<file path="config.mk">
export PLATFORM = sky130hd
export DESIGN_NAME = touch_res_calc
export DESIGN_NICKNAME = d
export VERILOG_FILES = /design/src/rtl/tpr_pkg.sv /design/src/rtl/tpr_numer.sv /design/src/rtl/tpr_divider.sv /design/src/rtl/tpr_settle.sv /design/src/rtl/touch_res_calc.sv
export SDC_FILE = /design/constraint.sdc
export NUM_CORES = 2
export LEC_CHECK = 0
export ABC_AREA = 0
export BUFFER_PORTS_ARGS = -buffer_cell sky130_fd_sc_hd__buf_4
export CORE_AREA = 4 4 344 346
export DETAILED_ROUTE_END_ITERATION = 8
export DIE_AREA = 0 0 348 350
export PLACE_DENSITY = 0.44
export SLEW_MARGIN = 10
export SYNTH_ARGS = -nofsm -noshare
export SYNTH_HDL_FRONTEND = slang
export SYNTH_SLANG_ARGS = --single-unit
</file>
<file path="constraint.sdc">
create_clock -name clk -period 14.45 [get_ports clk]
set_input_delay 0.7225 -clock clk [delete_from_list [all_inputs] [get_ports clk]]
set_output_delay 0.7225 -clock clk [all_outputs]
set_load 0.01 [all_outputs]
</file>
<file path="src/rtl/tpr_pkg.sv">
// Shared types for the touch contact resistance calculator.
package tpr_pkg;

    // Controller phases: waiting, forming the numerator, dividing.
    typedef enum logic [1:0] {
        ST_IDLE = 2'd0,
        ST_PREP = 2'd1,
        ST_DIV  = 2'd2
    } tpr_state_e;

    // Formula selector as presented on the method pin.
    typedef enum logic {
        FORM_CROSS = 1'b0,  // X, Z1, Z2 and X plate
        FORM_PLATE = 1'b1   // X, Y, Z1 and both plates
    } tpr_form_e;

endpackage

</file>
<file path="src/rtl/tpr_numer.sv">
// Numerator and offset former.
// Forms the dividend floor(Rx*X*k / 2^CW) and the offset floor(Ry*(2^CW-Y) / 2^CW).
// The factor k is (Z2-Z1) for the cross formula, or 0 when Z2 <= Z1; it is (2^CW - Z1) for the plate formula.
// Assumes Z1 > 0 whenever the outputs are used; the controller screens Z1 = 0.
module tpr_numer
    import tpr_pkg::*;
#(
    parameter int RW = 16,
    parameter int CW = 12
) (
    input  tpr_form_e        form,
    input  logic [CW-1:0]    x,
    input  logic [CW-1:0]    y,
    input  logic [CW-1:0]    z1,
    input  logic [CW-1:0]    z2,
    input  logic [RW-1:0]    rx,
    input  logic [RW-1:0]    ry,
    output logic [RW+CW-1:0] dividend,
    output logic [RW:0]      offset
);
    localparam int DW = RW + CW;
    localparam int PW = RW + 2*CW + 1;
    localparam int OW = RW + CW + 1;
    localparam logic [CW:0] FULL = {1'b1, {CW{1'b0}}};

    logic [CW:0]   fac;
    logic [PW-1:0] prod;
    logic [OW-1:0] oprod;

    // Pick the ratio factor and build both full-width products before the shift.
    always_comb begin
        if (form == FORM_PLATE) begin
            fac = FULL - {1'b0, z1};
        end else if (z2 > z1) begin
            fac = {1'b0, z2 - z1};
        end else begin
            fac = '0;
        end
        prod     = PW'(rx) * PW'(x) * PW'(fac);
        dividend = DW'(prod >> CW);
        oprod    = OW'(ry) * OW'(FULL - {1'b0, y});
        offset   = (form == FORM_PLATE) ? (RW+1)'(oprod >> CW) : '0;
    end

endmodule

</file>
<file path="src/rtl/tpr_divider.sv">
// Restoring divider, one quotient bit per clock.
// load captures the operands.
// finish is high for one cycle, NW+1 cycles after the load edge; quot is valid while it is high.
// Assumes denom is nonzero.
module tpr_divider #(
    parameter int NW = 28,
    parameter int VW = 12
) (
    input  logic          clk,
    input  logic          rst_n,
    input  logic          load,
    input  logic [NW-1:0] numer,
    input  logic [VW-1:0] denom,
    output logic          finish,
    output logic [NW-1:0] quot
);
    localparam int CNTW = $clog2(NW + 1);
    localparam logic [CNTW-1:0] CNT_INIT = CNTW'(NW);

    logic [VW-1:0]   rem;
    logic [VW-1:0]   den;
    logic [NW-1:0]   quo;
    logic [CNTW-1:0] cnt;
    logic            run;
    logic [VW:0]     shl;
    logic            take;
    logic [VW-1:0]   nxt_rem;

    // Trial subtraction of the divisor from the shifted partial remainder.
    always_comb begin
        shl     = {rem, quo[NW-1]};
        take    = (shl >= {1'b0, den});
        nxt_rem = VW'(take ? (shl - {1'b0, den}) : shl);
    end

    // Iteration registers: load, shift one bit per cycle, then retire.
    always_ff @(posedge clk) begin
        if (!rst_n) begin
            rem <= '0;
            den <= '0;
            quo <= '0;
            cnt <= '0;
            run <= 1'b0;
        end else if (load) begin
            rem <= '0;
            den <= denom;
            quo <= numer;
            cnt <= CNT_INIT;
            run <= 1'b1;
        end else if (run) begin
            if (cnt != '0) begin
                quo <= {quo[NW-2:0], take};
                rem <= nxt_rem;
                cnt <= cnt - 1'b1;
            end else begin
                run <= 1'b0;
            end
        end
    end

    assign finish = run && (cnt == '0);
    assign quot   = quo;

endmodule

</file>
<file path="src/rtl/tpr_settle.sv">
// Final combine: passes the quotient through for the cross formula.
// For the plate formula it subtracts the offset and clamps negative values to zero.
module tpr_settle
    import tpr_pkg::*;
#(
    parameter int RW = 16,
    parameter int CW = 12
) (
    input  tpr_form_e        form,
    input  logic [RW+CW-1:0] quot,
    input  logic [RW:0]      offset,
    output logic [RW+CW-1:0] value
);
    localparam int DW = RW + CW;

    logic [DW-1:0] off_w;

    // Saturating subtraction for the plate formula.
    always_comb begin
        off_w = DW'(offset);
        if (form == FORM_PLATE) begin
            value = (quot > off_w) ? (quot - off_w) : '0;
        end else begin
            value = quot;
        end
    end

endmodule

</file>
<file path="src/rtl/touch_res_calc.sv">
// Touch contact resistance calculator, top level.
// Samples the operands on an accepted start and screens Z1 = 0 in the cycle after.
// It then runs the divider and posts the result with a one-cycle done pulse.
// The result and the error flag hold until the next completion.
// Assumes CW >= 2 and RW >= 1.
module touch_res_calc
    import tpr_pkg::*;
#(
    parameter int RW = 16,
    parameter int CW = 12
) (
    input  logic             clk,
    input  logic             rst_n,
    input  logic             start,
    input  logic             method,
    input  logic [CW-1:0]    x_code,
    input  logic [CW-1:0]    y_code,
    input  logic [CW-1:0]    z1_code,
    input  logic [CW-1:0]    z2_code,
    input  logic [RW-1:0]    rx_ohm,
    input  logic [RW-1:0]    ry_ohm,
    output logic             busy,
    output logic             done,
    output logic             z1_err,
    output logic [RW+CW-1:0] res
);
    localparam int DW = RW + CW;

    tpr_state_e      st;
    tpr_form_e       form_r;
    logic [CW-1:0]   x_r, y_r, z1_r, z2_r;
    logic [RW-1:0]   rx_r, ry_r;
    logic [RW:0]     off_r;
    logic [DW-1:0]   res_r;
    logic            err_r;
    logic            done_r;

    logic [DW-1:0]   dividend;
    logic [RW:0]     offset;
    logic            div_load;
    logic            div_fin;
    logic [DW-1:0]   quot;
    logic [DW-1:0]   settled;

    tpr_numer #(.RW(RW), .CW(CW)) u_numer (
        .form     (form_r),
        .x        (x_r),
        .y        (y_r),
        .z1       (z1_r),
        .z2       (z2_r),
        .rx       (rx_r),
        .ry       (ry_r),
        .dividend (dividend),
        .offset   (offset)
    );

    assign div_load = (st == ST_PREP) && (z1_r != '0);

    tpr_divider #(.NW(DW), .VW(CW)) u_div (
        .clk    (clk),
        .rst_n  (rst_n),
        .load   (div_load),
        .numer  (dividend),
        .denom  (z1_r),
        .finish (div_fin),
        .quot   (quot)
    );

    tpr_settle #(.RW(RW), .CW(CW)) u_settle (
        .form   (form_r),
        .quot   (quot),
        .offset (off_r),
        .value  (settled)
    );

    // Sequencing: capture operands, screen Z1, wait for the divider, post the result.
    always_ff @(posedge clk) begin
        if (!rst_n) begin
            st     <= ST_IDLE;
            form_r <= FORM_CROSS;
            x_r    <= '0;
            y_r    <= '0;
            z1_r   <= '0;
            z2_r   <= '0;
            rx_r   <= '0;
            ry_r   <= '0;
            off_r  <= '0;
            res_r  <= '0;
            err_r  <= 1'b0;
            done_r <= 1'b0;
        end else begin
            done_r <= 1'b0;
            case (st)
                ST_IDLE: begin
                    if (start) begin
                        form_r <= tpr_form_e'(method);
                        x_r    <= x_code;
                        y_r    <= y_code;
                        z1_r   <= z1_code;
                        z2_r   <= z2_code;
                        rx_r   <= rx_ohm;
                        ry_r   <= ry_ohm;
                        st     <= ST_PREP;
                    end
                end
                ST_PREP: begin
                    if (z1_r == '0) begin
                        res_r  <= '1;
                        err_r  <= 1'b1;
                        done_r <= 1'b1;
                        st     <= ST_IDLE;
                    end else begin
                        off_r  <= offset;
                        st     <= ST_DIV;
                    end
                end
                ST_DIV: begin
                    if (div_fin) begin
                        res_r  <= settled;
                        err_r  <= 1'b0;
                        done_r <= 1'b1;
                        st     <= ST_IDLE;
                    end
                end
                default: st <= ST_IDLE;
            endcase
        end
    end

    assign busy   = (st != ST_IDLE);
    assign done   = done_r;
    assign z1_err = err_r;
    assign res    = res_r;

endmodule

</file>
==> qor.json <==
{
  "setup-tns-final": {"value": 0, "unit": "ns"},
  "synth_edf_count": {"value": 0},
  "grt.total_usage": {"value": 16.78, "unit": "%"},
  "swShare": {"value": 53.14, "unit": "%"},
  "synth_flop_type": {"value": "dfxtp_1"},
  "postSynthRegisterBits": {"value": 188},
  "seq_area_frac_synth": {"value": 11.35, "unit": "%"},
  "slowest_delay": {"value": 0.74, "unit": "ns"},
  "setup.worst_path.end_class": {"value": "register"},
  "vdd_ir_drop_max": {"value": 96.35, "unit": "µV"},
  "crit_required": {"value": 14.82, "unit": "ns"},
  "sequential_fraction_of_design_power": {"value": 18.1, "unit": "%"},
  "total_die_area": {"value": 121800, "unit": "µm²"},
  "site_rows": {"value": 125},
  "detail_route.wirelength": {"value": 99.32, "unit": "mm"},
  "io-pin-count": {"value": 115},
  "cts_tree": {"value": "done"},
  "netSwitchingPower": {"value": 1.980, "unit": "mW"},
  "grt_antenna_before_repair": {"value": 0},
  "cts.repair_timing.setup_buffer_count": {"value": 0},
  "grt_max_degree": {"value": 85},
  "synthCells": {"value": 4025},
  "leakagePower": {"value": 17.16, "unit": "nW"},
  "outcome": {"value": "finished, final reports clean"},
  "timing.max_slew.rel_slack": {"value": 28.57, "unit": "%"},
  "critical_path.max_fanout": {"value": 17},
  "fmax": {"value": 87.41, "unit": "MHz"},
  "timing.critical_path.arrival": {"value": 11.81, "unit": "ns"},
  "layout_min_cycle_time": {"value": 11.44, "unit": "ns"},
  "drt_pass1_iterations": {"value": 5},
  "worst_max_slew_pin_slew": {"value": 1.064, "unit": "ns"},
  "clkPwrFrac": {"value": 13.2, "unit": "%"},
  "slew_viol_final": {"value": 0},
  "cpMostUsedCell": {"value": "fa_1"},
  "hpwl_detailed": {"value": 81.07, "unit": "mm"},
  "setup_viol": {"value": 0},
  "fillers": {"value": 12470},
  "power.share.combinational": {"value": 68.7, "unit": "%"},
  "gp_congestion": {"value": 0.8104},
  "post_synth_num_cell_types": {"value": 71},
  "detail_route.vias_per_cell": {"value": 4.649},
  "syn_area_per_cell": {"value": 8.238, "unit": "µm²"},
  "vias": {"value": 25850},
  "fin_nets": {"value": 4975},
  "core_region_area": {"value": 115400, "unit": "µm²"},
  "postCtsHoldBufs": {"value": 0},
  "syn2layout_area_growth": {"value": 9.264, "unit": "%"},
  "cts_inserted_buffers": {"value": 17},
  "cts_root_buffer": {"value": "clkbuf_16"},
  "floorplan.die.height": {"value": 350, "unit": "µm"},
  "multi_input_comb_area": {"value": 25960, "unit": "µm²"},
  "cap_violations": {"value": 0},
  "ant_nets": {"value": 0},
  "critPathLaunchType": {"value": "register"},
  "layout.area.seq": {"value": 3765, "unit": "µm²"},
  "syn-num-nets": {"value": 4977},
  "fin_skew": {"value": 0.02065, "unit": "ns"},
  "clockBufferDepth": {"value": 2},
  "cts.sink_count": {"value": 188},
  "die_w": {"value": 348, "unit": "µm"},
  "fin_ws": {"value": 3.010, "unit": "ns"},
  "path_clk_slew": {"value": 0.09, "unit": "ns"},
  "power_report.internal_total": {"value": 1.746, "unit": "mW"},
  "drc": {"value": 0},
  "hp-class": {"value": "register to register"},
  "post_route_hold_slack": {"value": 0.4656, "unit": "ns"},
  "globalRoute.totalOverflow": {"value": 0},
  "asyncSetResetFlopFracSynth": {"value": 0, "unit": "%"},
  "slowest_stage": {"value": "dfxtp_1"},
  "hold_viol": {"value": 0},
  "antenna-diode-count": {"value": 0},
  "unrepaired_setup_endpoints_after_global_routing": {"value": "no"},
  "number_of_instances_resized_during_post_cts_repair": {"value": 0},
  "worst_skew_pair.late_latency": {"value": 0.51, "unit": "ns"},
  "post-place-ws": {"value": 3.082, "unit": "ns"},
  "effective_utilization_at_floorplan": {"value": 28.73, "unit": "%"},
  "post-route-period-util": {"value": 79.17, "unit": "%"},
  "cts-htree-levels": {"value": 4},
  "number_of_global_route_vias_before_repair": {"value": 26940},
  "post_route_cells_drive_above_1_share": {"value": 5.451, "unit": "%"},
  "buffer_ports.inserted": {"value": 114},
  "dr.first_iter.drc_count": {"value": 1463},
  "yosys_warnings": {"value": 0},
  "grt_pass1_wl": {"value": 160.1, "unit": "mm"},
  "critical_path_class": {"value": "register to register"},
  "cellPowerDensity": {"value": 102.8, "unit": "nW/µm²"},
  "synthesis.area": {"value": 33160, "unit": "µm²"},
  "drt-wirelength-per-cell": {"value": 17.86, "unit": "µm"}
}
-- critical path: cells and delay by family (launching register included) --
kind,cells,cell delay (ns)
simple gates,6,0.79
compound gates,13,2.79
fa+ha+maj,12,5.82
flops,1,0.74
xor+xnor,1,0.73
buf+inv,8,0.44
-- routing by layer --
metal / routed length [µm] / vias to the layer above / GRT usage [%]
met3: 4237 / 71 / 2.518
met5: 0 / - / 0
met2: 43490 / 471 / 25.87
li1: - / 12460 / -
met4: 1527 / 0 / 3.061
met1: 50070 / 12850 / 25.05
-- cell type report --
| type | count | area share [%] |
|---|---|---|
| sequential | 188 | 10.39 |
| multi-input combinational | 2906 | 71.66 |
| tap | 1524 | 5.263 |
| clock buffer | 17 | 1.174 |
| inverter | 754 | 7.819 |
| timing repair buffer | 156 | 3.233 |
| clock inverter | 15 | 0.4593 |
-- final timing paths --
kind / slack (ns) / startpoint / cells after the start / end
worst max register to register: 3.01 / x_r[3] / 40 / u_div.quot[26]
worst min-delay path: 0.47 / u_div.den[0] / 2 / u_div.den[0]
worst min register to register: 0.47 / u_div.den[0] / 2 / u_div.den[0]
worst max-delay path: 3.01 / x_r[3] / 40 / u_div.quot[26]
-- cells by family (layout without fill, tap and decap cells) --
group | after synthesis | in the layout | synth area share (%)
AND/OR/NAND/NOR | 1320 | 1320 | 17.53
AO/OA/AOI/OAI | 556 | 556 | 10.39
buffers and inverters | 931 | 942 | 10.55
flip-flops | 188 | 188 | 11.35
adder cells (fa/ha/maj) | 868 | 868 | 45.84
XOR/XNOR | 145 | 145 | 3.830
multiplexers | 17 | 17 | 0.5132
-- registers in the layout, summed over array words and instances (netlist names), 2 cells and up --
signal / flops
x_r: 12
u_div.den: 12
rx_r: 16
z2_r: 12
res: 28
u_div.quot: 28
z1_r: 12
off_r: 17
y_r: 12
u_div.rem: 12
st: 2
ry_r: 16
u_div.cnt: 5
-- power groups by stage --
stage	clock network (mW)	registers [mW]	logic (mW)
finish	0.490	0.674	2.56
global route	0.527	0.684	2.90
CTS	0.509	0.676	2.60
detailed placement	0	0.687	2.56
global placement	0	0.687	2.58
floorplan	0	0.621	1.78
-- stage by stage --
stage / util (%) / instance area (µm²) / cells / total power [mW]
global route: 31.39 / 36230 / 5560 / 4.110
global placement: 30.87 / 35640 / 5528 / 3.270
floorplan: - / 33160 / 4025 / 2.398
detailed placement: 30.87 / 35640 / 5528 / 3.249
CTS: 31.39 / 36230 / 5560 / 3.786
finish: 31.39 / 36230 / 5560 / 3.726
-- cells in the final DEF (no fill, tap or decap), types with 7 or more instances in the layout --
master,count
inv_1,753
o21ai_0,86
o22ai_1,33
a311oi_1,12
nand3_1,31
dfxtp_1,187
or3_1,7
a31oi_1,17
xor2_1,42
nand2b_1,24
and3_1,17
o31ai_1,8
xnor2_1,98
nor4_1,12
fa_1,578
and2_1,154
o21a_1,18
o211ai_1,14
nand2_1,750
a21oi_1,222
ha_1,290
clkbuf_16,17
nor2_1,223
buf_4,156
nand4_1,18
mux2i_1,17
nor3_1,28
o21bai_1,13
a21o_1,46
nor2b_1,24
a22o_1,8
a211oi_1,22
-- Yosys cell counts (3+ instances only) --
cell,count,area (µm²)
buf_1,6,22.52
o211a_1,3,30.03
o31a_1,3,26.28
nand2_1,751,2819
nand4_1,18,112.6
clkbuf_1,168,630.6
nor2b_1,24,150.1
o22ai_1,33,206.5
or2_2,6,37.54
a22oi_1,8,60.06
xnor2_1,99,867.1
a31oi_1,17,106.4
or4_1,5,37.54
dfxtp_1,188,3764
o21ai_1,6,30.03
nor4_1,12,75.07
a211o_1,4,35.03
or3_1,7,43.79
and2_1,155,969.7
o21ai_0,87,435.4
ha_1,290,3628
o211ai_1,14,105.1
nor3_1,28,140.1
and3_1,17,106.4
xor2_1,46,402.9
a22o_1,8,70.07
a21o_1,46,345.3
a21oi_1,222,1111
fa_1,578,11570
a211oi_1,22,165.2
nand2b_1,24,150.1
nand3_1,31,155.2
o31ai_1,8,60.06
buf_2,3,15.01
a21boi_0,5,37.54
mux2i_1,17,170.2
a311oi_1,12,105.1
o21a_1,18,135.1
o21bai_1,13,97.59
inv_1,753,2826
nor2_1,223,837.1
nor4b_1,3,26.28
Note: power is estimated with default switching activity, not from simulation.
